==> config.mk <==
export PLATFORM = sky130hd
export DESIGN_NAME = addr_parity_unit
export DESIGN_NICKNAME = d
export VERILOG_FILES = /design/src/rtl/addr_parity_pkg.sv /design/src/rtl/ap_gen.sv /design/src/rtl/ap_chk.sv /design/src/rtl/ap_err_route.sv /design/src/rtl/addr_parity_unit.sv
export SDC_FILE = /design/constraint.sdc
export NUM_CORES = 1
export LEC_CHECK = 0
export ABC_CLOCK_PERIOD_IN_PS = 1050
export BUFFER_PORTS_ARGS = -buffer_cell sky130_fd_sc_hd__buf_4
export CAP_MARGIN = 5
export CORE_AREA = 2 2 94 96
export CTS_CLUSTER_SIZE = 12
export DETAILED_ROUTE_END_ITERATION = 12
export DIE_AREA = 0 0 96 98
export HOLD_SLACK_MARGIN = 0.08
export PLACE_DENSITY_LB_ADDON = 0.12
export SETUP_SLACK_MARGIN = 0.1
export SLEW_MARGIN = 20
export SYNTH_ARGS = -nofsm -noshare
export SYNTH_HDL_FRONTEND = slang
export SYNTH_SLANG_ARGS = --single-unit
==> constraint.sdc <==
create_clock -name clk_i -period 1.05 [get_ports clk_i]
set_input_delay 0.21 -clock clk_i [delete_from_list [all_inputs] [get_ports clk_i]]
set_output_delay 0.21 -clock clk_i [all_outputs]
set_load 0.1 [all_outputs]
==> src/rtl/addr_parity_pkg.sv <==
package addr_parity_pkg;
  typedef enum logic {
    ACT_CHECKSTOP = 1'b0,
    ACT_MCHECK    = 1'b1
  } err_act_e;
endpackage

==> src/rtl/ap_gen.sv <==
module ap_gen #(
  parameter int ADDR_W = 32,
  parameter int LANE_W = 8,
  localparam int NL = ADDR_W / LANE_W
) (
  input  logic [ADDR_W-1:0] addr_i,
  output logic [NL-1:0]     par_o
);
  // lane 0 = most significant byte
  for (genvar k = 0; k < NL; k++) begin : g_lane
    assign par_o[k] = ~^addr_i[ADDR_W-1-k*LANE_W -: LANE_W];
  end
endmodule

==> src/rtl/ap_chk.sv <==
module ap_chk #(
  parameter int ADDR_W = 32,
  parameter int LANE_W = 8,
  localparam int NL = ADDR_W / LANE_W
) (
  input  logic [ADDR_W-1:0] addr_i,
  input  logic [NL-1:0]     ap_i,
  output logic [NL-1:0]     bad_o
);
  // even ones count over byte + parity bit marks a bad lane
  for (genvar k = 0; k < NL; k++) begin : g_lane
    assign bad_o[k] = ~^{addr_i[ADDR_W-1-k*LANE_W -: LANE_W], ap_i[k]};
  end
endmodule

==> src/rtl/ap_err_route.sv <==
module ap_err_route
  import addr_parity_pkg::*;
#(
  parameter int NL = 4
) (
  input  logic          clk_i,
  input  logic          rst_ni,
  input  logic          sample_i,
  input  logic [NL-1:0] bad_i,
  input  logic          clr_i,
  input  logic          mode_i,
  output logic [NL-1:0] lanes_o,
  output logic          mc_req_o,
  output logic          checkstop_o
);
  logic          fire;
  logic [NL-1:0] new_bad;
  err_act_e      act;

  assign new_bad = sample_i ? bad_i : '0;
  assign fire    = |new_bad;
  assign act     = err_act_e'(mode_i);

  always_ff @(posedge clk_i or negedge rst_ni) begin
    if (!rst_ni) begin
      lanes_o     <= '0;
      mc_req_o    <= 1'b0;
      checkstop_o <= 1'b0;
    end else begin
      // set wins over clear
      lanes_o  <= (clr_i ? '0 : lanes_o) | new_bad;
      mc_req_o <= fire && (act == ACT_MCHECK);
      if (fire && (act == ACT_CHECKSTOP)) checkstop_o <= 1'b1;
    end
  end
endmodule

==> src/rtl/addr_parity_unit.sv <==
module addr_parity_unit #(
  parameter int ADDR_W = 32,
  parameter int LANE_W = 8,
  localparam int NL = ADDR_W / LANE_W
) (
  input  logic              clk_i,
  input  logic              rst_ni,
  input  logic              cfg_gen_en_i,
  input  logic              cfg_chk_en_i,
  input  logic              cfg_mc_mode_i,
  input  logic              mst_vld_i,
  input  logic [ADDR_W-1:0] mst_addr_i,
  output logic [ADDR_W-1:0] addr_o,
  output logic              addr_oe_o,
  output logic [NL-1:0]     ap_o,
  output logic              ap_oe_o,
  input  logic              snp_vld_i,
  input  logic [ADDR_W-1:0] snp_addr_i,
  input  logic [NL-1:0]     snp_ap_i,
  input  logic              err_clr_i,
  output logic [NL-1:0]     err_lanes_o,
  output logic              mc_req_o,
  output logic              checkstop_o
);
  logic [ADDR_W-1:0] addr_q;
  logic              addr_oe_q;
  logic              ap_oe_q;
  logic [NL-1:0]     gen_par;
  logic [NL-1:0]     snp_bad;
  logic              sample;

  // address and both enables switch on the same edge
  always_ff @(posedge clk_i or negedge rst_ni) begin
    if (!rst_ni) begin
      addr_q    <= '0;
      addr_oe_q <= 1'b0;
      ap_oe_q   <= 1'b0;
    end else begin
      if (mst_vld_i) addr_q <= mst_addr_i;
      addr_oe_q <= mst_vld_i;
      ap_oe_q   <= mst_vld_i && cfg_gen_en_i;
    end
  end

  ap_gen #(.ADDR_W(ADDR_W), .LANE_W(LANE_W)) u_gen (
    .addr_i (addr_q),
    .par_o  (gen_par)
  );

  assign addr_o    = addr_q;
  assign addr_oe_o = addr_oe_q;
  assign ap_oe_o   = ap_oe_q;
  assign ap_o      = ap_oe_q ? gen_par : '0;

  ap_chk #(.ADDR_W(ADDR_W), .LANE_W(LANE_W)) u_chk (
    .addr_i (snp_addr_i),
    .ap_i   (snp_ap_i),
    .bad_o  (snp_bad)
  );

  // own transmitted address is never checked
  assign sample = snp_vld_i && cfg_chk_en_i && !addr_oe_q;

  ap_err_route #(.NL(NL)) u_route (
    .clk_i       (clk_i),
    .rst_ni      (rst_ni),
    .sample_i    (sample),
    .bad_i       (snp_bad),
    .clr_i       (err_clr_i),
    .mode_i      (cfg_mc_mode_i),
    .lanes_o     (err_lanes_o),
    .mc_req_o    (mc_req_o),
    .checkstop_o (checkstop_o)
  );
endmodule

Yosys cells after proc, flatten, opt, wreduce, memory -nomap -nowiden:

Index checks and enable logic that the tools add are counted.
Widths: inputs -> output; s select.

* mux-type cells: 3
* bitwise logic cells: 2
* reductions and logical operators: 15

Operators with widths (number)
* $reduce_xnor 9->1: 4
* $reduce_xnor 8->1: 4
* $mux 4: 3
* $logic_and 1x1->1: 5
* $or 4x4->4: 1
* $reduce_or 4->1: 1
* $logic_not 1->1: 1
* $not 1->1: 1

* register bits after elaboration: 40
* input port bits: 76
* logic and storage cells: 26

Logic depth before layout (Yosys ltp):

* word-level depth: 5
* depth in mapped cells: 5
* depth with buffers taken out: 5

Modules after synthesis:

Synthesis repeated with hierarchy kept, for this count alone.

* cell total of the unflattened synthesis: 154
* area total of the unflattened synthesis: 2204.6 um^2

Modules (own cells, without submodules)
* addr_parity_unit: instances 1, cells an instance 76, area each 1431.4 um^2, seq. area each 850.8 um^2
* ap_chk: instances 1, cells an instance 28, area each 300.3 um^2, seq. area each 0.0 um^2
* ap_gen: instances 1, cells an instance 28, area each 245.2 um^2, seq. area each 0.0 um^2
* ap_err_route: instances 1, cells an instance 22, area each 227.7 um^2, seq. area each 150.1 um^2

Least setup slack after synthesis:

No wires, ideal clock.

* path kind: reg-to-output
* start point: register addr_q[27] (netlist: addr_o[27])
* end point: output port ap_o[0]
* data arrival time: 2.207 ns
* data required time: 0.840 ns
* path slack: -1.367 ns
* stages on the path, launching flop included: 5
* path buffers: 0
* cells stage by stage: dfrtp_1 -> xnor2_1 -> xnor2_1 -> xnor2_1 -> and2_1

* cells in the longest elaborated chain, start to end: 2

Ends and longest elaborated chain
* from (decl): line addr_parity_unit.sv:25 `logic [ADDR_W-1:0] addr_q;`
* from (signal assigned): line addr_parity_unit.sv:39 `if (mst_vld_i) addr_q <= mst_addr_i;`
* $reduce_xnor 8->1: line ap_gen.sv:11 `assign par_o[k] = ~^addr_i[ADDR_W-1-k*LANE_W -: LANE_W];`
* $mux 4: line addr_parity_unit.sv:53 `assign ap_o = ap_oe_q ? gen_par : '0;`
* to (decl): line addr_parity_unit.sv:15 `output logic [NL-1:0] ap_o,`

Every way passes these cells.

Final worst setup path:

* start point: register addr_q[13] (netlist: addr_o[13])
* end point: output port ap_o[2]

The elaborated chain is that of the path after synthesis.

==> flow_metrics.py <==
metrics = {
    "outcome": {
        "status": "finished, violations left",
        "violations": "negative setup slack",
    },
    "timing": {
        "max-slew-margin-rel_pct": 81.2,
        "finClkSkew_ps": 0.215,
        "worst_pin_slew_ps": 281,
        "tns_ps": -11730,
        "max_freq_mhz": 533,
        "worst_slack_ps": -825,
        "period_needed_ps": 1870,
        "rsz0062_at_grt": "true",
        "hold_viol_final": 0,
        "drv_slew": 0,
        "period_share_pct": 179,
        "finalSetupViolCount": 53,
    },
    "global_routing": {
        "antenna_found_initial": 0,
        "grt_pass1_vias": 1956,
        "grt_start_max_net_pins": 21,
        "grt_pass1_wl_um": 8900,
        "gr-total-overflow": 0,
        "track_usage_pct": 12.2,
    },
    "clocking": {
        "clockBufferDepth": 2,
        "cts-htree-levels": 2,
        "clk_pin_slew_ps": 80,
        "cts_tree": "yes",
        "clock_latency_ps": 280,
        "cts_sinks": 40,
        "cts-root-buf": "clkbuf_8",
        "cts_made_buffers": 5,
    },
    "route": {
        "drt-total-wl_um": 5480,
        "vias_per_cell": 4.06,
        "final_antenna_net_count": 0,
        "wl_per_cell_um": 12.8,
        "detail_route.first_pass.iterations": 4,
        "drcViolationCount": 0,
        "drtIter0Drc": 17,
        "vias": 1733,
    },
    "yosys": {
        "synth_edf_count": 0,
        "synth.area.top_cells": "dfrtp_1 49%, xnor2_1 19%, mux2_2 17%, xnor3_1 4.4%, xnor2_2 3.2%",
        "synth_seq_cells": 40,
        "yosys_warnings": 0,
        "synthFlopType": "dfrtp_1",
        "syn_area_um2": 2060,
        "ys_types": 16,
        "netlist_instances": 151,
        "async_reset_ff_share_pct": 100,
        "syn_nets": 227,
        "synthTopCellsByCount": "44 x xnor2_1, 40 x dfrtp_1, 32 x mux2_2, 5 x and2_1, 5 x inv_1",
        "syn_avg_cell_area_um2": 13.6,
        "synth_most_common_cell": "xnor2_1",
        "yosysTopAreaCellShare_pct": 48.6,
        "synth_top_area_cell": "dfrtp_1",
        "synth-seq-area-share_pct": 48.6,
    },
    "floorplanning": {
        "start_util_pct": 24.3,
        "fp.dieArea_um2": 9410,
        "ios": 120,
        "die_h_um": 98,
        "fp-row-count": 34,
        "coreArea_um2": 8470,
        "die_w_um": 96,
    },
    "finish": {
        "drive_gt1_share_pct": 84.6,
        "final_cells": 427,
        "fin_area_um2": 4570,
        "diodes": 0,
        "area_growth_syn_to_layout_pct": 122,
        "finish.utilization_pct": 54.0,
        "finalNetCount": 394,
    },
    "setup_path": {
        "critPathKind": "register to output port",
        "arrival_ps": 1660,
        "cp-end-kind": "output port",
        "cp_max_fo": 2,
        "startpoint_type": "register",
        "crit_required_ps": 840,
    },
    "placement": {
        "io_buffers": 119,
        "place_congestion": 0.677,
        "placed_area_um2": 3570,
        "dp_hpwl_um": 4150,
        "dp.cells": 413,
    },
    "power_and_ir_drop": {
        "power_density_nw_per_um2": 1600,
        "peakVddDrop_mv": 0.548,
        "leakage_nw": 2.04,
    },
    "run": {
        "drv_cap": 0,
    },
    "min_path": {
        "hold_class": "input pin to register",
    },
}
[cell usage in the layout, fill, tap and decap left out]
master and count:
clkinv_2 1, dfrtp_2 7, clkinvlp_4 1, dfrtp_4 33, dlygate4sd3_1 2, xor2_1 4, nand4_1 1, xnor3_1 4
buf_8 1, nand3b_1 1, buf_6 41, and2_4 4, buf_4 74, and2_1 1, buf_12 46, mux2_2 28
xnor2_2 23, xnor2_1 25, mux2_4 4, nor2_1 1, bufinv_16 1, and3_1 1, o22ai_2 1, clkbuf_8 5
a21o_1 1, inv_1 5, o22ai_1 3
[stage by stage]
stage	worst slack (ps)	total power [mW]	hold WS [ps]
global route	-923	7.63	113
detailed placement	-589	5.19	90.6
finish	-825	7.31	124
CTS	-795	7.27	112
global placement	-571	5.18	92.7
floorplan	-611	4.22	-85.6
[report_power, final]
group / total (mW) / internal (mW) / switching (mW)
sequential: 1.96 / 1.78 / 0.173
combinational: 4.10 / 1.94 / 2.16
clock: 1.25 / 0.704 / 0.543
[kinds of logic (layout without fill, tap and decap cells)]
| family | after synthesis | count (layout) | share of synthesized area, % |
|---|---|---|---|
| buffers and inverters | 9 | 177 | 1.76 |
| xor gates and xnor gates | 56 | 56 | 27.9 |
| AOI/OAI and AO/OA | 5 | 5 | 1.58 |
| DFF | 40 | 40 | 48.6 |
| muxes | 32 | 32 | 17.5 |
| and+or+nand+nor | 9 | 9 | 2.67 |
[path summary, 6_finish.rpt]
kind	startpoint	end	slack [ps]	cells after the start
max	addr_o[13]	ap_o[2]	-820	5
min	cfg_gen_en_i	ap_oe_o	120	2
max reg2reg	addr_o[23]	addr_o[23]	-160	4
min reg2reg	u_route.checkstop_o	u_route.checkstop_o	510	1
max in group asynchronous	rst_ni	addr_o[5]	330	3
min in group asynchronous	rst_ni	addr_o[26]	330	2
[layout make-up]
cell class,instances,area (µm²)
Timing Repair Buffer,164,1970
Inverter,5,18.8
Fill cell,722,3900
Clock inverter,3,42.5
Tap cell,108,135
Multi-Input combinational cell,102,1200
Clock buffer,5,68.8
Sequential cell,40,1130
[per-layer routing]
metal / wire (µm) / track usage [%]
met4: 42 / 3.30
met1: 2080 / 13.9
met3: 337 / 3.24
met2: 3020 / 22.1
met5: 0 / 0
[sequential cells by signal, summed over array words and instances (netlist names)]
name	count
addr_o	32
u_route.lanes_o	4
addr_oe_o	1
ap_oe_o	1
u_route.checkstop_o	1
u_route.mc_req_o	1
[repair_timing]
item / 4_1_cts / 5_1_grt
setup buffers: 4 / 9
hold buffers: 2 / 0
pin swaps: 5 / 11
gates resized for setup: 172 / 29
endpoints found under the hold margin: 41 / 0
setup endpoints to repair: 82 / 82
[critical path: stages (launching register included)]
cell and delay (ps):
dfrtp_4 500, xnor2_2 140, xnor2_1 230, xnor2_1 160, and2_4 180, buf_12 170
(Power assumes the default switching activity.)
